[config.mk]
export PLATFORM = sky130hd
export DESIGN_NAME = dptr_dual_unit
export DESIGN_NICKNAME = d
export VERILOG_FILES = /design/src/rtl/dptr_pkg.sv /design/src/rtl/dptr_op_decode.sv /design/src/rtl/dptr_bank.sv /design/src/rtl/dptr_ctl.sv /design/src/rtl/dptr_addr_gen.sv /design/src/rtl/dptr_dual_unit.sv
export SDC_FILE = /design/constraint.sdc
export NUM_CORES = 1
export LEC_CHECK = 0
export CORE_AREA = 2 2 114 116
export DETAILED_ROUTE_END_ITERATION = 8
export DIE_AREA = 0 0 116 118
export DONT_BUFFER_PORTS = 1
export PLACE_DENSITY = 0.65
export SYNTH_ARGS = -nofsm -noshare
export SYNTH_HDL_FRONTEND = slang
export SYNTH_SLANG_ARGS = --single-unit
[constraint.sdc]
create_clock -name clk -period 3.77 [get_ports clk]
set_clock_uncertainty 0.05 [all_clocks]
set_input_delay 0.1885 -clock clk [delete_from_list [all_inputs] [get_ports clk]]
set_output_delay 0.1885 -clock clk [all_outputs]
set_load 0.02 [all_outputs]
[src/rtl/dptr_pkg.sv]
package dptr_pkg;
  localparam int BYTE_W  = 8;
  localparam int PTR_W   = 2 * BYTE_W;
  localparam int NUM_PTR = 2;

  localparam logic [BYTE_W-1:0] SFR_P0_LO = 8'h82;
  localparam logic [BYTE_W-1:0] SFR_P0_HI = 8'h83;
  localparam logic [BYTE_W-1:0] SFR_P1_LO = 8'h84;
  localparam logic [BYTE_W-1:0] SFR_P1_HI = 8'h85;
  localparam logic [BYTE_W-1:0] SFR_CTL   = 8'h86;

  localparam int CB_SEL   = 0;
  localparam int CB_AUTO  = 5;
  localparam int CB_DOWN0 = 6;

  typedef enum logic [2:0] {
    OP_NONE, OP_STEP, OP_LOAD, OP_CODE, OP_XRD, OP_XWR, OP_JMP
  } op_e;

  function automatic logic [BYTE_W-1:0] f_lo_addr(input int idx);
    return (idx == 0) ? SFR_P0_LO : SFR_P1_LO;
  endfunction

  function automatic logic [BYTE_W-1:0] f_hi_addr(input int idx);
    return (idx == 0) ? SFR_P0_HI : SFR_P1_HI;
  endfunction

  function automatic logic [PTR_W-1:0] f_step(input logic [PTR_W-1:0] p,
                                              input logic down);
    return down ? (p - PTR_W'(1)) : (p + PTR_W'(1));
  endfunction

  function automatic logic [PTR_W-1:0] f_offset(input logic [PTR_W-1:0] p,
                                                input logic [BYTE_W-1:0] a);
    return p + {{(PTR_W-BYTE_W){1'b0}}, a};
  endfunction

  function automatic logic f_moves_sel(input op_e op);
    return (op == OP_STEP) || (op == OP_LOAD) || (op == OP_CODE) ||
           (op == OP_XRD)  || (op == OP_XWR);
  endfunction
endpackage

[src/rtl/dptr_op_decode.sv]
module dptr_op_decode
  import dptr_pkg::*;
(
  input  logic              op_inc,
  input  logic              op_load,
  input  logic              op_code_rd,
  input  logic              op_ext_rd,
  input  logic              op_ext_wr,
  input  logic              op_jmp,
  input  logic              sfr_wr,
  input  logic              sfr_inc,
  input  logic [BYTE_W-1:0] sfr_addr,
  output op_e               op,
  output logic              op_any,
  output logic [NUM_PTR-1:0] wr_lo,
  output logic [NUM_PTR-1:0] wr_hi,
  output logic [NUM_PTR-1:0] inc_lo,
  output logic [NUM_PTR-1:0] inc_hi,
  output logic              wr_ctl,
  output logic              inc_ctl
);
  always_comb begin
    if (op_inc)          op = OP_STEP;
    else if (op_load)    op = OP_LOAD;
    else if (op_code_rd) op = OP_CODE;
    else if (op_ext_rd)  op = OP_XRD;
    else if (op_ext_wr)  op = OP_XWR;
    else if (op_jmp)     op = OP_JMP;
    else                 op = OP_NONE;
  end

  assign op_any = (op != OP_NONE);

  // SFR side only acts in cycles without an operation strobe
  logic sfr_wr_ok, sfr_inc_ok;
  assign sfr_wr_ok  = sfr_wr  && !op_any;
  assign sfr_inc_ok = sfr_inc && !op_any;

  for (genvar g = 0; g < NUM_PTR; g++) begin : g_ptr_dec
    logic hit_lo, hit_hi;
    assign hit_lo    = (sfr_addr == f_lo_addr(g));
    assign hit_hi    = (sfr_addr == f_hi_addr(g));
    assign wr_lo[g]  = sfr_wr_ok  && hit_lo;
    assign wr_hi[g]  = sfr_wr_ok  && hit_hi;
    assign inc_lo[g] = sfr_inc_ok && hit_lo;
    assign inc_hi[g] = sfr_inc_ok && hit_hi;
  end

  assign wr_ctl  = sfr_wr_ok  && (sfr_addr == SFR_CTL);
  assign inc_ctl = sfr_inc_ok && (sfr_addr == SFR_CTL);
endmodule

[src/rtl/dptr_bank.sv]
module dptr_bank
  import dptr_pkg::*;
(
  input  logic              clk,
  input  logic              rst_n,
  input  logic              active,
  input  logic              down,
  input  op_e               op,
  input  logic [PTR_W-1:0]  imm,
  input  logic              wr_lo,
  input  logic              wr_hi,
  input  logic              inc_lo,
  input  logic              inc_hi,
  input  logic [BYTE_W-1:0] wdata,
  output logic [PTR_W-1:0]  ptr
);
  logic step_fire, load_fire, sfr_touch, hold_op;
  logic [PTR_W-1:0] ptr_nxt;

  assign step_fire = active && (op == OP_STEP);
  assign load_fire = active && (op == OP_LOAD);
  assign sfr_touch = wr_lo || wr_hi || inc_lo || inc_hi;
  assign hold_op   = (op == OP_CODE) || (op == OP_XRD) ||
                     (op == OP_XWR)  || (op == OP_JMP);

  always_comb begin
    ptr_nxt = ptr;
    if (step_fire) begin
      ptr_nxt = f_step(ptr, down);
    end else if (load_fire) begin
      ptr_nxt = imm;
    end else begin
      if (wr_lo)  ptr_nxt[BYTE_W-1:0]     = wdata;
      if (wr_hi)  ptr_nxt[PTR_W-1:BYTE_W] = wdata;
      if (inc_lo) ptr_nxt[BYTE_W-1:0]     = ptr[BYTE_W-1:0] + BYTE_W'(1);
      if (inc_hi) ptr_nxt[PTR_W-1:BYTE_W] = ptr[PTR_W-1:BYTE_W] + BYTE_W'(1);
    end
  end

  always_ff @(posedge clk or negedge rst_n) begin
    if (!rst_n) ptr <= '0;
    else        ptr <= ptr_nxt;
  end

  AST_STEP_UP: assert property (@(posedge clk) disable iff (!rst_n)
    (step_fire && !down) |=> (ptr == $past(ptr) + PTR_W'(1))) else $error("step up");
  AST_STEP_DOWN: assert property (@(posedge clk) disable iff (!rst_n)
    (step_fire && down) |=> (ptr == $past(ptr) - PTR_W'(1))) else $error("step down");
  AST_LOAD_IMM: assert property (@(posedge clk) disable iff (!rst_n)
    load_fire |=> (ptr == $past(imm))) else $error("load");
  AST_IDLE_BANK: assert property (@(posedge clk) disable iff (!rst_n)
    (!active && !sfr_touch) |=> $stable(ptr)) else $error("inactive moved");
  AST_HOLD_OPS: assert property (@(posedge clk) disable iff (!rst_n)
    hold_op |=> $stable(ptr)) else $error("hold op moved ptr");
endmodule

[src/rtl/dptr_ctl.sv]
module dptr_ctl
  import dptr_pkg::*;
(
  input  logic              clk,
  input  logic              rst_n,
  input  op_e               op,
  input  logic              wr_ctl,
  input  logic              inc_ctl,
  input  logic [BYTE_W-1:0] wdata,
  output logic [BYTE_W-1:0] ctl
);
  logic flip_fire;
  logic [BYTE_W-1:0] ctl_nxt;

  assign flip_fire = ctl[CB_AUTO] && f_moves_sel(op);

  always_comb begin
    ctl_nxt = ctl;
    if (flip_fire)    ctl_nxt[CB_SEL] = ~ctl[CB_SEL];
    else if (wr_ctl)  ctl_nxt = wdata;
    else if (inc_ctl) ctl_nxt[CB_SEL] = ~ctl[CB_SEL];
  end

  always_ff @(posedge clk or negedge rst_n) begin
    if (!rst_n) ctl <= '0;
    else        ctl <= ctl_nxt;
  end

  AST_AUTO_FLIP: assert property (@(posedge clk) disable iff (!rst_n)
    flip_fire |=> (ctl[CB_SEL] != $past(ctl[CB_SEL]))) else $error("no flip");
  AST_JMP_KEEPS: assert property (@(posedge clk) disable iff (!rst_n)
    (op == OP_JMP) |=> $stable(ctl)) else $error("jmp changed ctl");
  AST_DIRECT_INC: assert property (@(posedge clk) disable iff (!rst_n)
    inc_ctl |=> ((ctl[BYTE_W-1:1] == $past(ctl[BYTE_W-1:1])) &&
                 (ctl[CB_SEL] != $past(ctl[CB_SEL])))) else $error("direct inc");
endmodule

[src/rtl/dptr_addr_gen.sv]
module dptr_addr_gen
  import dptr_pkg::*;
#(
  parameter int CODE_AW = 16
)(
  input  logic [PTR_W-1:0]   ptr,
  input  logic [BYTE_W-1:0]  acc,
  output logic [CODE_AW-1:0] code_addr
);
  logic [PTR_W-1:0] sum_full;
  assign sum_full  = f_offset(ptr, acc);
  assign code_addr = sum_full[CODE_AW-1:0];
endmodule

[src/rtl/dptr_dual_unit.sv]
module dptr_dual_unit
  import dptr_pkg::*;
#(
  parameter int CODE_AW = 16
)(
  input  logic               clk,
  input  logic               rst_n,
  input  logic [7:0]         sfr_addr,
  input  logic               sfr_wr,
  input  logic [7:0]         sfr_wdata,
  input  logic               sfr_inc,
  output logic [7:0]         sfr_rdata,
  input  logic               op_inc,
  input  logic               op_load,
  input  logic               op_code_rd,
  input  logic               op_ext_rd,
  input  logic               op_ext_wr,
  input  logic               op_jmp,
  input  logic [7:0]         acc,
  input  logic [7:0]         imm_hi,
  input  logic [7:0]         imm_lo,
  output logic [15:0]        dptr_out,
  output logic [CODE_AW-1:0] code_addr
);
  op_e op;
  logic op_any, wr_ctl, inc_ctl;
  logic [NUM_PTR-1:0] wr_lo, wr_hi, inc_lo, inc_hi;
  logic [BYTE_W-1:0] ctl_q;
  logic [NUM_PTR-1:0][PTR_W-1:0] ptrs;
  logic [PTR_W-1:0] active_ptr;

  dptr_op_decode u_dec (
    .op_inc(op_inc), .op_load(op_load), .op_code_rd(op_code_rd),
    .op_ext_rd(op_ext_rd), .op_ext_wr(op_ext_wr), .op_jmp(op_jmp),
    .sfr_wr(sfr_wr), .sfr_inc(sfr_inc), .sfr_addr(sfr_addr),
    .op(op), .op_any(op_any),
    .wr_lo(wr_lo), .wr_hi(wr_hi), .inc_lo(inc_lo), .inc_hi(inc_hi),
    .wr_ctl(wr_ctl), .inc_ctl(inc_ctl)
  );

  dptr_ctl u_ctl (
    .clk(clk), .rst_n(rst_n), .op(op), .wr_ctl(wr_ctl), .inc_ctl(inc_ctl),
    .wdata(sfr_wdata), .ctl(ctl_q)
  );

  for (genvar g = 0; g < NUM_PTR; g++) begin : g_bank
    dptr_bank u_bank (
      .clk(clk), .rst_n(rst_n),
      .active(ctl_q[CB_SEL] == g[0]),
      .down(ctl_q[CB_DOWN0+g]),
      .op(op), .imm({imm_hi, imm_lo}),
      .wr_lo(wr_lo[g]), .wr_hi(wr_hi[g]),
      .inc_lo(inc_lo[g]), .inc_hi(inc_hi[g]),
      .wdata(sfr_wdata), .ptr(ptrs[g])
    );
  end

  assign active_ptr = ptrs[ctl_q[CB_SEL]];
  assign dptr_out   = active_ptr;

  dptr_addr_gen #(.CODE_AW(CODE_AW)) u_agen (
    .ptr(active_ptr), .acc(acc), .code_addr(code_addr)
  );

  always_comb begin
    case (sfr_addr)
      SFR_P0_LO: sfr_rdata = ptrs[0][BYTE_W-1:0];
      SFR_P0_HI: sfr_rdata = ptrs[0][PTR_W-1:BYTE_W];
      SFR_P1_LO: sfr_rdata = ptrs[1][BYTE_W-1:0];
      SFR_P1_HI: sfr_rdata = ptrs[1][PTR_W-1:BYTE_W];
      SFR_CTL:   sfr_rdata = ctl_q;
      default:   sfr_rdata = '0;
    endcase
  end

  AST_ONE_STROBE: assert property (@(posedge clk) disable iff (!rst_n)
    $onehot0({op_inc, op_load, op_code_rd, op_ext_rd, op_ext_wr, op_jmp}))
    else $error("multiple strobes");
  AST_OP_BEATS_SFR: assert property (@(posedge clk) disable iff (!rst_n)
    (op_jmp && (sfr_wr || sfr_inc)) |=> ($stable(ctl_q) && $stable(ptrs)))
    else $error("sfr beat op");
  AST_RESET_CLEAR: assert property (@(posedge clk)
    $rose(rst_n) |-> ((ctl_q == '0) && (ptrs == '0))) else $error("reset");
endmodule

Yosys cells after proc, flatten, opt, wreduce, memory -nomap -nowiden
Index checks and enable logic that the tools add are counted.
{ "totals": {"out_inout_bits": 40, "ff_bits": 40} }
{ "op_classes": {"n_reduce_logical": 29, "n_addsub": 9, "muxes": 26, "eq_ne": 10, "n_lt_le_gt_ge": 1, "bitwise": 2} }
{ "ops": {"columns": ["op", "count"], "rows": [
  ["16-bit two-way mux", 8],
  ["8-bit two-way mux", 8],
  ["8-bit equality test, second input constant", 5],
  ["8-bit case mux with 5 select lines", 1],
  ["16-bit by 1-bit adder with 16-bit output, second input constant", 2],
  ["8-bit by 1-bit adder with 8-bit output, second input constant", 4],
  ["16-bit by 1-bit subtractor with 16-bit output, second input constant", 2],
  ["3-bit two-way mux", 6],
  ["1-bit logical AND", 17],
  ["16-bit by 8-bit adder with 16-bit output", 1],
  ["4-bit nonzero test", 4],
  ["3-bit by 2-bit equality test with 1-bit output, second input constant", 2],
  ["3-bit equality test, second input constant", 2],
  ["3-bit nonzero test", 2],
  ["1-bit logical OR", 4],
  ["3-bit by 1-bit equality test with 1-bit output, second input constant", 1],
  ["1-bit two-way mux", 3],
  ["1-bit by 2-bit less-than comparator with 1-bit output, second input constant", 1],
  ["1-bit NOT", 2],
  ["2-bit AND reduction", 1],
  ["1-bit logical NOT", 1]
]} }

Depth between registers and ports, before layout
Gate-level depths: netlist of the first run.
{ "depth": {"ltp_word": 14, "mapped_depth": 15, "mapped_depth_nobuf": 11} }

Hierarchy
From an unflattened synthesis of the first run, not the netlist that was laid out.
{ "hier_totals": {"hier_cells": 708, "hier_area_um2": 5780.5} }
{ "modules_own_cells": {"columns": ["module", "n_inst", "cells_each", "seq_area_each_um2", "area_per_inst_um2"], "rows": [
  ["dptr_bank", 2, 257, 400.4, 2035.7],
  ["dptr_dual_unit", 1, 74, 0.0, 625.6],
  ["dptr_addr_gen", 1, 62, 0.0, 490.5],
  ["dptr_ctl", 1, 24, 200.2, 354.1],
  ["dptr_op_decode", 1, 34, 0.0, 239.0]
]} }

Worst setup path after synthesis of the first run
No wires, ideal clock.
{ "synth_path": {"path_kind": "register to output", "from": "register u_ctl.ctl[0]", "to": "output port code_addr[12]", "arrival_ns": 3.798, "path_slack_ns": -0.266, "required_ns": 3.532, "stages_incl_launch_ff": 16, "path_buffers": 4, "path_cell_list": "dfrtp_1 buf_2 buf_1 clkbuf_1 clkbuf_1 nand2_1 o21ai_0 ha_1 inv_1 fa_1 nor2b_1 o21ai_0 a21boi_0 o31ai_1 a2111oi_0 xnor2_1"} }
{ "synth_between": {"elab_chain_cells": 3} }
{ "synth_lines": {"columns": ["item", "line", "text"], "rows": [
  ["start, declared", "dptr_ctl.sv:10", "output logic [BYTE_W-1:0] ctl"],
  ["start signal, assigned", "dptr_ctl.sv:26", "else ctl <= ctl_nxt;"],
  ["16-bit two-way mux (implied by the code) (2 in a row)", "dptr_dual_unit.sv:58", "assign active_ptr = ptrs[ctl_q[CB_SEL]];"],
  ["named net dptr_out[0]", "dptr_dual_unit.sv:22", "output logic [15:0] dptr_out,"],
  ["16-bit by 8-bit adder with 16-bit output", "dptr_pkg.sv:35", "return p + {{(PTR_W-BYTE_W){1'b0}}, a};"],
  ["end, declared", "dptr_dual_unit.sv:23", "output logic [CODE_AW-1:0] code_addr"]
]} }
The timed path passes the listed nets, and every way through them passes these cells. The select of a mux whose other input is x is not followed.

Worst setup path in the final report of the first run
{ "layout_path": {"from": "register u_ctl.ctl[0]", "to": "output port code_addr[13]"} }
{ "layout_between": {"elab_chain_cells": 3} }
{ "layout_lines": {"columns": ["item", "line"], "rows": [
  ["16-bit two-way mux (implied by the code) (2 in a row)", "dptr_dual_unit.sv:58"],
  ["16-bit by 8-bit adder with 16-bit output", "dptr_pkg.sv:35"]
]} }
No other way between the ends. The select of a mux whose other input is x is not followed.

==> results of run 1 <==
[metrics by stage]
step / cell area (um^2) / power [mW] / setup TNS (ns)
after floorplan: 5410 / 2.40 / -0.0157
after global placement: 5710 / 2.93 / 0
after detailed placement: 5710 / 2.98 / 0
after CTS: 5950 / 3.46 / 0
after global routing: 5960 / 3.76 / 0
final: 5960 / 3.49 / 0
[kinds of logic after synthesis]
logic type               count (synthesis)  synth area share [%]
AO/OA/AOI/OAI                          222                  28.0
buffers and inverters                   56                  4.21
adder cells (fa/ha/maj)                 43                  10.4
flip-flops                              40                  18.5
XOR/XNOR                                51                  8.27
AND/OR/NAND/NOR                        217                  21.0
multiplexers                            48                  9.68
[cell usage after synthesis, drive strengths merged, types with 5 or more instances]
cell type   n
nand2      66
a21oi      52
nor2       48
o21ai      48
dfrtp      40
ha         40
xnor2      39
inv        31
mux2       28
nand3      25
mux2i      20
clkbuf     18
a21o       13
and3       13
xor2       12
a211oi     11
a221o      11
o211ai     11
nor3        9
a221oi      8
nand4       8
nor2b       8
o21a        7
a31oi       6
and2        6
buf         6
o22ai       6
or3         6
nand2b      5
nand3b      5
o221ai      5
[worst max-delay path by stage]
stage,start,to,slack (ns),depth (start not counted)
6_report,u_ctl.ctl[0],code_addr[13],0.22,11
5_1_grt,u_ctl.ctl[0],code_addr[15],0.03,11
4_1_cts,u_ctl.ctl[0],code_addr[13],0.09,11
3_5_place_dp,u_ctl.ctl[0],code_addr[13],0.29,11
3_3_place_gp,u_ctl.ctl[0],code_addr[13],0.36,11
2_1_floorplan,u_ctl.ctl[0],code_addr[12],-0.008,15
[what timing repair did]
| item | 4_1_cts | 5_1_grt |
|---|---|---|
| endpoints found under the setup margin | 3 | 6 |
| gates resized for setup | 1 | 3 |
| endpoints found under the hold margin | 45 | 1 |
| hold buffers | 7 | 1 |
[cell usage in the layout, fill, tap and decap left out, types with 4 or more instances in the layout]
| cell type | netlist | routed |
|---|---|---|
| dlygate4sd3_1 | 0 | 7 |
| clkbuf_16 | 0 | 5 |
| o21ai_0 | 48 | 47 |
| nor2_1 | 48 | 48 |
| nand4_1 | 7 | 7 |
| dfrtp_1 | 40 | 39 |
| xnor2_1 | 39 | 39 |
| o221ai_1 | 5 | 5 |
| o21a_1 | 7 | 7 |
| a211oi_1 | 11 | 11 |
| a221o_1 | 11 | 11 |
| and3_1 | 13 | 13 |
| nand2b_1 | 5 | 5 |
| mux2i_1 | 20 | 20 |
| a21o_1 | 13 | 13 |
| o22ai_1 | 6 | 6 |
| xor2_1 | 12 | 12 |
| ha_1 | 40 | 40 |
| o2111ai_1 | 4 | 4 |
| o31ai_1 | 4 | 4 |
| nand2_1 | 66 | 66 |
| a222oi_1 | 4 | 4 |
| a221oi_1 | 6 | 6 |
| nand3_1 | 25 | 25 |
| a41oi_1 | 4 | 4 |
| buf_4 | 0 | 25 |
| or3_1 | 6 | 6 |
| inv_1 | 31 | 31 |
| mux2_2 | 26 | 26 |
| a21oi_1 | 51 | 51 |
| nand3b_1 | 5 | 5 |
| and4_1 | 4 | 4 |
| nor2b_1 | 8 | 8 |
| o211ai_1 | 11 | 11 |
| a31oi_1 | 6 | 6 |
| and2_1 | 5 | 5 |
| nor3_1 | 9 | 9 |
[cell type report]
cell class	count	area share (%)
multi-input cells	581	70.2
flip-flops and latches	40	16.8
repair buffers	33	4.79
well taps	172	3.61
clock buffers	7	2.39
inverters	32	2.02
clock inverters	1	0.126
[critical path: stages, from the launching register on]
cell and delay (ns):
dfrtp_2 0.50, clkinv_1 0.30, a21boi_1 0.35, inv_1 0.10
ha_1 0.27, a21o_1 0.19, a221oi_1 0.24, o21bai_1 0.19
a21oi_1 0.41, nor4_1 0.11, xor2_1 0.16, buf_4 0.20
[state kept, by name, indices dropped and copies added (netlist names)]
name               flops
g_bank.u_bank.ptr     32
u_ctl.ctl              8
[power by group through the flow]
stage	clock, mW	combinational [mW]	sequential, mW
after floorplan	0	1.71	0.692
after global placement	0	2.11	0.822
after detailed placement	0	2.15	0.828
after CTS	0.450	2.19	0.819
after global routing	0.472	2.44	0.847
final	0.453	2.20	0.830
[metal layers]
layer	part of all wire (%)	wire length, um	track usage (%)
met1	41	7840	37.1
met2	47	9020	45.9
met3	7.8	1490	5.61
met4	4.6	888	9.90
met5	0	0	0
==> flow_summary.ini, run 1 <==
[outcome]
status = finished clean

[power]
peakVddDrop_v = 0.000260
p_leak_nw = 2.49
p_switching_mw = 1.75
p_comb_share_pct = 63.2
seqPwrFrac_pct = 23.8
switching_share_pct = 50.2
p_clk_share_pct = 13.0
internal_power_mw = 1.74
powerDensity_nw_per_um2 = 585

[synthesis]
syn_area_um2 = 5400
synth_cells = 677
yosysSeqAreaShare_pct = 18.5
synth_top_area_share_pct = 18.5
yosysTopAreaCell = dfrtp_1
synth_ff_type = dfrtp_1
yosys.cell_types.count = 69
ys_warn_count = 0
synth_edf_count = 0
synth_area_leaders = dfrtp_1 (19%), ha_1 (9.3%), xnor2_1 (6.3%), mux2_2 (5.4%), a21oi_1 (4.7%)
async_reset_ff_share_pct = 100
syn_area_per_cell_um2 = 7.98
ys_ff_latch = 40
synth_fp_nets = 770

[final_layout]
finish.utilization_pct = 48.0
syn2layout_area_growth_pct = 10.3
seqCellArea_um2 = 1000
finalNonFillerCells = 866
drive_gt1_share_pct = 11.4
final_nets = 786
fillers = 1233
antenna_cells = 0
multi_input_area_um2 = 4190

[placed_design]
dpl.cell_count = 850
hpwl_um = 14700
port_buffers = 0
place.gp.congestion = 0.945
pre_cts_ws_ns = 0.293

[critical_path]
setup.worst_path.start_class = flip-flop
crit_type = flip-flop to output pin
rr_worst_depth = 7
end_kind = output pin
rrSetupSlack_ns = 0.70
worstPathRequired_ns = 3.53
worstPathMaxFanout = 13
regToRegEndpoint = g_bank[0].u_bank.ptr[15]
arrival_ns = 3.31
reg2reg_from = u_ctl.ctl[6]

[timing]
finalSetupViolCount = 0
post-route-period-util_pct = 94.1
finalMaxSlewViolations = 0
worst_pin_slew_ns = 0.972
grt_setup_unrepaired = no
timing.final.hold_violations = 0
max_freq_ghz = 0.282
final.setup.worst_slack_ns = 0.223
period_minus_slack_ns = 3.55
slew_headroom_pct = 34.5
hold_slack_ns = 0.000337

[drt]
wl_per_cell_um = 22.2
routed_wl_um = 19200
drt-pass1-iter-count = 6
antenna_left = 0
drc = 0
vias_per_cell = 6.43
vias = 5570
drt-initial-drc-count = 602

[grt]
grt_pass1_vias = 5231
antenna_found_initial = 0
grt_max_degree = 41
grt_use_total_pct = 28.3
grt_pass1_wl_um = 30200
overflow = 0

[worst_hold_path]
hold_start = sfr_wdata[2]
hold_path.class = input port to flip-flop
whs_endpoint = u_ctl.ctl[2]
hold_depth = 1

[clock_network]
numClockSinks = 40
clk_latency_ns = 0.29
post-cts-setup-buffers = 0
cts_root_buf = clkbuf_16
htree_levels = 2
path_clk_slew_ns = 0.07
numCtsBuffers = 5
clock_path_buffers = 2
tritoncts = built

[die]
start_util_pct = 43.5
ioPinCount = 90
die_h_um = 118
num_rows = 41
core_area_um2 = 12400
die_w_um = 116
die_area_um2 = 13700

[run]
maxCapViolCount = 0
Note: power is estimated with default switching activity, not from simulation.
==> inputs of run 2 (changes only) <==
Settings changed: CORE_AREA 2 2 114 116 to 2 2 118 120, DIE_AREA 0 0 116 118 to 0 0 120 122, SYNTH_HIERARCHICAL set to 1.
==> run 2 against run 1 <==
Net effect: area after synthesis increased by 6.9%; final cell count rose by 1.4%; combinational power down 41%; critical path type unchanged; largest power group unchanged; highest routed layer is now met5.
==> flow_summary.ini, run 2 <==
[clock_network]
numClockSinks = 40
clk_latency_ns = 0.28
htree_levels = 2
post-cts-setup-buffers = 0
cts_root_buf = clkbuf_16
numCtsBuffers = 5
cts_resized = 0
path_clk_slew_ns = 0.06
tritoncts = built
clock_path_buffers = 2

[final_layout]
multi_input_area_um2 = 4490
finish.utilization_pct = 45.1
layout_common_cells = nor2_1 (68), a21oi_1 (57), nand2_1 (46)
top_register = g_bank.u_bank/ptr
final_common_cell = nor2_1
antenna_cells = 0
largest_reg_flops = 32
syn2layout_area_growth_pct = 5.46
drive_gt1_share_pct = 11.5
finalNonFillerCells = 878
largest_registers = g_bank.u_bank/ptr x32, u_ctl/ctl x8
seqCellArea_um2 = 1000
final_nets = 790
fillers = 1334
fin_area_um2 = 6090

[placed_design]
port_buffers = 0
dpl-instance-area_um2 = 5860
hpwl_um = 14900
place.gp.congestion = 0.937
dpl.cell_count = 864

[critical_path]
crit_path_top_delay_cell = dfrtp_1
crit_type = flip-flop to output pin
path_cells = buf_4, mux2_2, ha_1, and3_2, a41oi_1, a31oi_2, nand3_1, xnor2_1
arrival_ns = 3.04
critPathMaxStageDelay_ns = 0.45
end_kind = output pin
worstPathMaxFanout = 18
setup.worst_path.start_class = flip-flop
worstPathRequired_ns = 3.53

[timing]
period_minus_slack_ns = 3.28
slew_headroom_pct = 22.3
worst_pin_slew_ns = 1.16
max_freq_ghz = 0.305
timing.final.hold_violations = 0
setup_tns_ns = 0
grt_setup_unrepaired = no
post-route-period-util_pct = 86.9
finalSetupViolCount = 0
finalMaxSlewViolations = 0

[die]
core_area_um2 = 13500
die_area_um2 = 14600
start_util_pct = 42.8
die_w_um = 120
ioPinCount = 90
die_h_um = 122
num_rows = 43

[drt]
wl_per_cell_um = 22.3
routed_wl_um = 19500
vias = 5850
drt-pass1-iter-count = 5
antenna_left = 0
vias_per_cell = 6.66
drc = 0
drt-initial-drc-count = 471

[synthesis]
syn_area_um2 = 5780
ys_warn_count = 6
syn_area_per_cell_um2 = 8.17
synth_fp_nets = 800
synth_cells = 707

[power]
power_mw = 2.48
powerDensity_nw_per_um2 = 407
p_leak_nw = 2.52
peakVddDrop_v = 0.000309

[grt]
overflow = 0
grt_pass1_wl_um = 30000
grt_use_total_pct = 26.2
antenna_found_initial = 1
grt_max_degree = 41
grt_pass1_vias = 5500

[run]
maxCapViolCount = 0

[outcome]
status = finished clean

[worst_hold_path]
hold_path.class = input port to flip-flop
run 2: cell count changes in the layout (fill, tap and decap cells not counted), moves of 13 or more:
| cell | delta |
|---|---|
| nor2_1 | +20 |
| buf_4 | -14 |
| a221oi_1 | +13 |
| inv_1 | -14 |
| nand2_1 | -20 |
| o21ai_0 | -18 |
run 2: timing repair:
item                       4_1_cts  5_1_grt
hold buffers                     5        1
hold endpoints to repair        43        1
setup endpoints to repair        0        0
run 2: final timing paths:
kind | start | endpoint | slack [ns] | cells past startpoint
worst max-delay path | u_ctl/ctl[0] | code_addr[14] | 0.49 | 8
worst min-delay path | sfr_wdata[7] | u_ctl/ctl[7] | 0.01 | 1
worst max register to register | u_ctl/ctl[7] | g_bank[1].u_bank/ptr[14] | 0.95 | 7
worst min register to register | u_ctl/ctl[1] | u_ctl/ctl[1] | 0.46 | 1
max in group asynchronous | rst_n | g_bank[0].u_bank/ptr[5] | 3.04 | 2
min in group asynchronous | rst_n | g_bank[1].u_bank/ptr[11] | 0.44 | 2
run 2: layout make-up:
cell class | instances | area share (%)
Inverter | 17 | 1.05
Clock buffer | 7 | 2.34
Timing Repair Buffer | 17 | 2.63
Sequential cell | 40 | 16.4
Multi-Input combinational cell | 616 | 73.7
Tap cell | 180 | 3.70
Clock inverter | 1 | 0.123
run 2: critical path: cells and delay by family, from the launching register on:
| family | cells | cell delay [ns] |
|---|---|---|
| fa+ha+maj | 1 | 0.42 |
| simple gates | 2 | 0.35 |
| mux | 1 | 0.45 |
| compound gates | 2 | 0.37 |
| flops | 1 | 0.45 |
| buf+inv | 1 | 0.28 |
| xor+xnor | 1 | 0.42 |
run 2: routing by layer:
| metal | wire length, um | share of wire [%] | up-vias | track usage (%) |
|---|---|---|---|---|
| met4 | 601 | 3.1 | 2 | 10.1 |
| li1 | - | - | 2659 | - |
| met5 | 13 | 0.067 | - | 0 |
| met1 | 8010 | 41 | 2812 | 33.6 |
| met2 | 8720 | 45 | 333 | 41.8 |
| met3 | 2200 | 11 | 44 | 7.54 |
run 2: power breakdown:
part | switching [mW] | leakage (nW) | internal [mW]
Combinational | 0.803 | 1.94 | 0.482
Sequential | 0.237 | 0.510 | 0.513
Clock | 0.180 | 0.0701 | 0.264
Total | 1.22 | 2.52 | 1.26
run 2: metrics by stage:
stage | worst slack [ns] | hold WS, ns
finish | 0.492 | 0.00988
global route | 0.378 | 0.00132
CTS | 0.482 | 0.000202
detailed placement | 0.799 | -0.155
global placement | 0.841 | -0.155
floorplan | 0.829 | -0.157
==> inputs of run 3 (changes only) <==
Settings changed: CORE_AREA 2 2 118 120 to 2 2 124 126, DIE_AREA 0 0 120 122 to 0 0 126 128, GPL_TIMING_DRIVEN set to 0, PLACE_DENSITY 0.65 to 0.6.
==> run 3 against run 2 <==
Net effect: die area increased by 10%; count of clock-buffer cells in the layout decreased by 2; register-to-register slack got worse by 0.05 ns; wire length increased by 1.5%; worst hold slack got worse by 0.0070 ns; critical path depth increased by 2; sequential share of layout area decreased by 0.44 points; final cell count increased by 3.6%.
==> flow_summary.ini, run 3 (same netlist as run 2, synthesis figures left out) <==
[timing]
worst_pin_slew_ns = 0.945
timing.final.hold_violations = 0
post-route-period-util_pct = 95.8
max_freq_ghz = 0.277
period_minus_slack_ns = 3.61
slew_headroom_pct = 36.5
finalMaxSlewViolations = 0
finalSetupViolCount = 0
setup_tns_ns = 0
grt_setup_unrepaired = no

[final_layout]
finalNonFillerCells = 910
fin_area_um2 = 6260
syn2layout_area_growth_pct = 8.38
final_common_cell = nor2_1
top_register = g_bank.u_bank/ptr
antenna_cells = 0
largest_reg_flops = 32
drive_gt1_share_pct = 12.2
final_nets = 814
fillers = 1508
largest_registers = g_bank.u_bank/ptr x32, u_ctl/ctl x8
layout_common_cells = nor2_1 (68), a21oi_1 (57), nand2_1 (46)

[clock_network]
htree_levels = 2
clk_latency_ns = 0.29
numCtsBuffers = 5
numClockSinks = 40
post-cts-setup-buffers = 0
clock_path_buffers = 2
tritoncts = built
cts_root_buf = clkbuf_16
path_clk_slew_ns = 0.06

[worst_hold_path]
whs_endpoint = u_ctl/ctl[6]
hold_start = sfr_wdata[6]
hold_depth = 1
hold_path.class = input port to flip-flop

[placed_design]
dpl.cell_count = 895
place.gp.congestion = 0.939
hpwl_um = 15700
port_buffers = 0
dpl-instance-area_um2 = 6010

[drt]
wl_per_cell_um = 21.8
routed_wl_um = 19800
drc = 0
drt-pass1-iter-count = 6
vias_per_cell = 6.38
vias = 5810
antenna_left = 0
drt-initial-drc-count = 589

[run]
maxCapViolCount = 0

[die]
num_rows = 45
core_area_um2 = 14900
die_h_um = 128
start_util_pct = 38.9
ioPinCount = 90
die_area_um2 = 16100
die_w_um = 126

[power]
p_switching_mw = 1.23
peakVddDrop_v = 0.000349
p_clk_share_pct = 19.4
seqPwrFrac_pct = 29.7
p_comb_share_pct = 50.8
switching_share_pct = 48.4
powerDensity_nw_per_um2 = 405
p_leak_nw = 2.59
internal_power_mw = 1.31

[critical_path]
regToRegEndpoint = g_bank[0].u_bank/ptr[14]
arrival_ns = 3.37
reg2reg_from = u_ctl/ctl[6]
rr_worst_depth = 7
worstPathRequired_ns = 3.53
setup.worst_path.start_class = flip-flop
rrSetupSlack_ns = 0.90
end_kind = output pin
worstPathMaxFanout = 10
crit_type = flip-flop to output pin

[grt]
grt_use_total_pct = 24.1
grt_pass1_wl_um = 30800
grt_max_degree = 41
overflow = 0
grt_pass1_vias = 5592
antenna_found_initial = 0

[outcome]
status = finished clean
-- run 3: changes by cell type in the layout (fill, tap and decap cells not counted), moves of 2 or more --
cell	change
nor3b_1	+2
clkbuf_8	+7
buf_4	-10
clkbuf_1	+13
buf_2	+6
clkbuf_2	+4
nor3b_2	-2
-- run 3: worst max path at each step --
stage / from / to / slack (ns) / depth (start not counted)
final: u_ctl/ctl[0] / code_addr[14] / 0.16 / 10
after global routing: u_ctl/ctl[0] / code_addr[12] / 0.04 / 10
after CTS: u_ctl/ctl[0] / code_addr[14] / 0.06 / 10
after detailed placement: u_ctl/ctl[0] / code_addr[14] / 0.39 / 10
after global placement: u_ctl/ctl[0] / code_addr[14] / 0.45 / 10
after floorplan: u_ctl/ctl[0] / code_addr[12] / 0.83 / 10
-- run 3: through the flow --
step / power, mW / util (%) / worst slack, ns / hold WS [ns]
3_3_place_gp: 1.98 / 40.4 / 0.447 / -0.155
6_report: 2.54 / 42.1 / 0.159 / 0.00283
5_1_grt: 2.70 / 42.1 / 0.0403 / 0.00352
3_5_place_dp: 2.01 / 40.4 / 0.385 / -0.155
4_1_cts: 2.53 / 42.0 / 0.0581 / 0.000757
2_1_floorplan: 1.71 / - / 0.829 / -0.157
-- run 3: layout make-up --
| class | instances | area [um^2] | area share [%] |
|---|---|---|---|
| buffer | 34 | 231 | 3.70 |
| clock buffer | 5 | 125 | 2.00 |
| clock inverter | 3 | 42.5 | 0.679 |
| inverter | 17 | 63.8 | 1.02 |
| multi-input combinational | 616 | 4480 | 71.6 |
| sequential | 40 | 1000 | 16.0 |
| tap | 188 | 235 | 3.76 |
| timing repair buffer | 7 | 80.1 | 1.28 |
-- run 3: routing by layer --
metal  global-route usage (%)  wire length, um
met1                     32.2             8420
met2                     38.4             8730
met3                     7.14             2180
met4                     6.08              503
met5                        0                0
-- run 3: power by group through the flow --
| stage | sequential (mW) | combinational, mW | clock, mW |
|---|---|---|---|
| floorplan | 0.651 | 1.05 | 0 |
| global placement | 0.757 | 1.22 | 0 |
| detailed placement | 0.757 | 1.25 | 0 |
| CTS | 0.748 | 1.28 | 0.501 |
| global route | 0.766 | 1.42 | 0.519 |
| finish | 0.755 | 1.29 | 0.492 |
-- run 3: timing repair --
item	4_1_cts	5_1_grt
resized for setup	0	1
setup endpoints to repair	0	6
endpoints found under the hold margin	44	1
hold buffers	6	1
-- run 3: worst max-delay path, cell delays in order, from the launching register on --
cell      delay, ns
dfrtp_1        0.41
buf_2          0.29
clkbuf_2       0.32
mux2_2         0.46
ha_1           0.30
clkbuf_2       0.18
o21a_1         0.16
o211ai_1       0.11
a31oi_2        0.26
nand3_1        0.14
xnor2_1        0.45
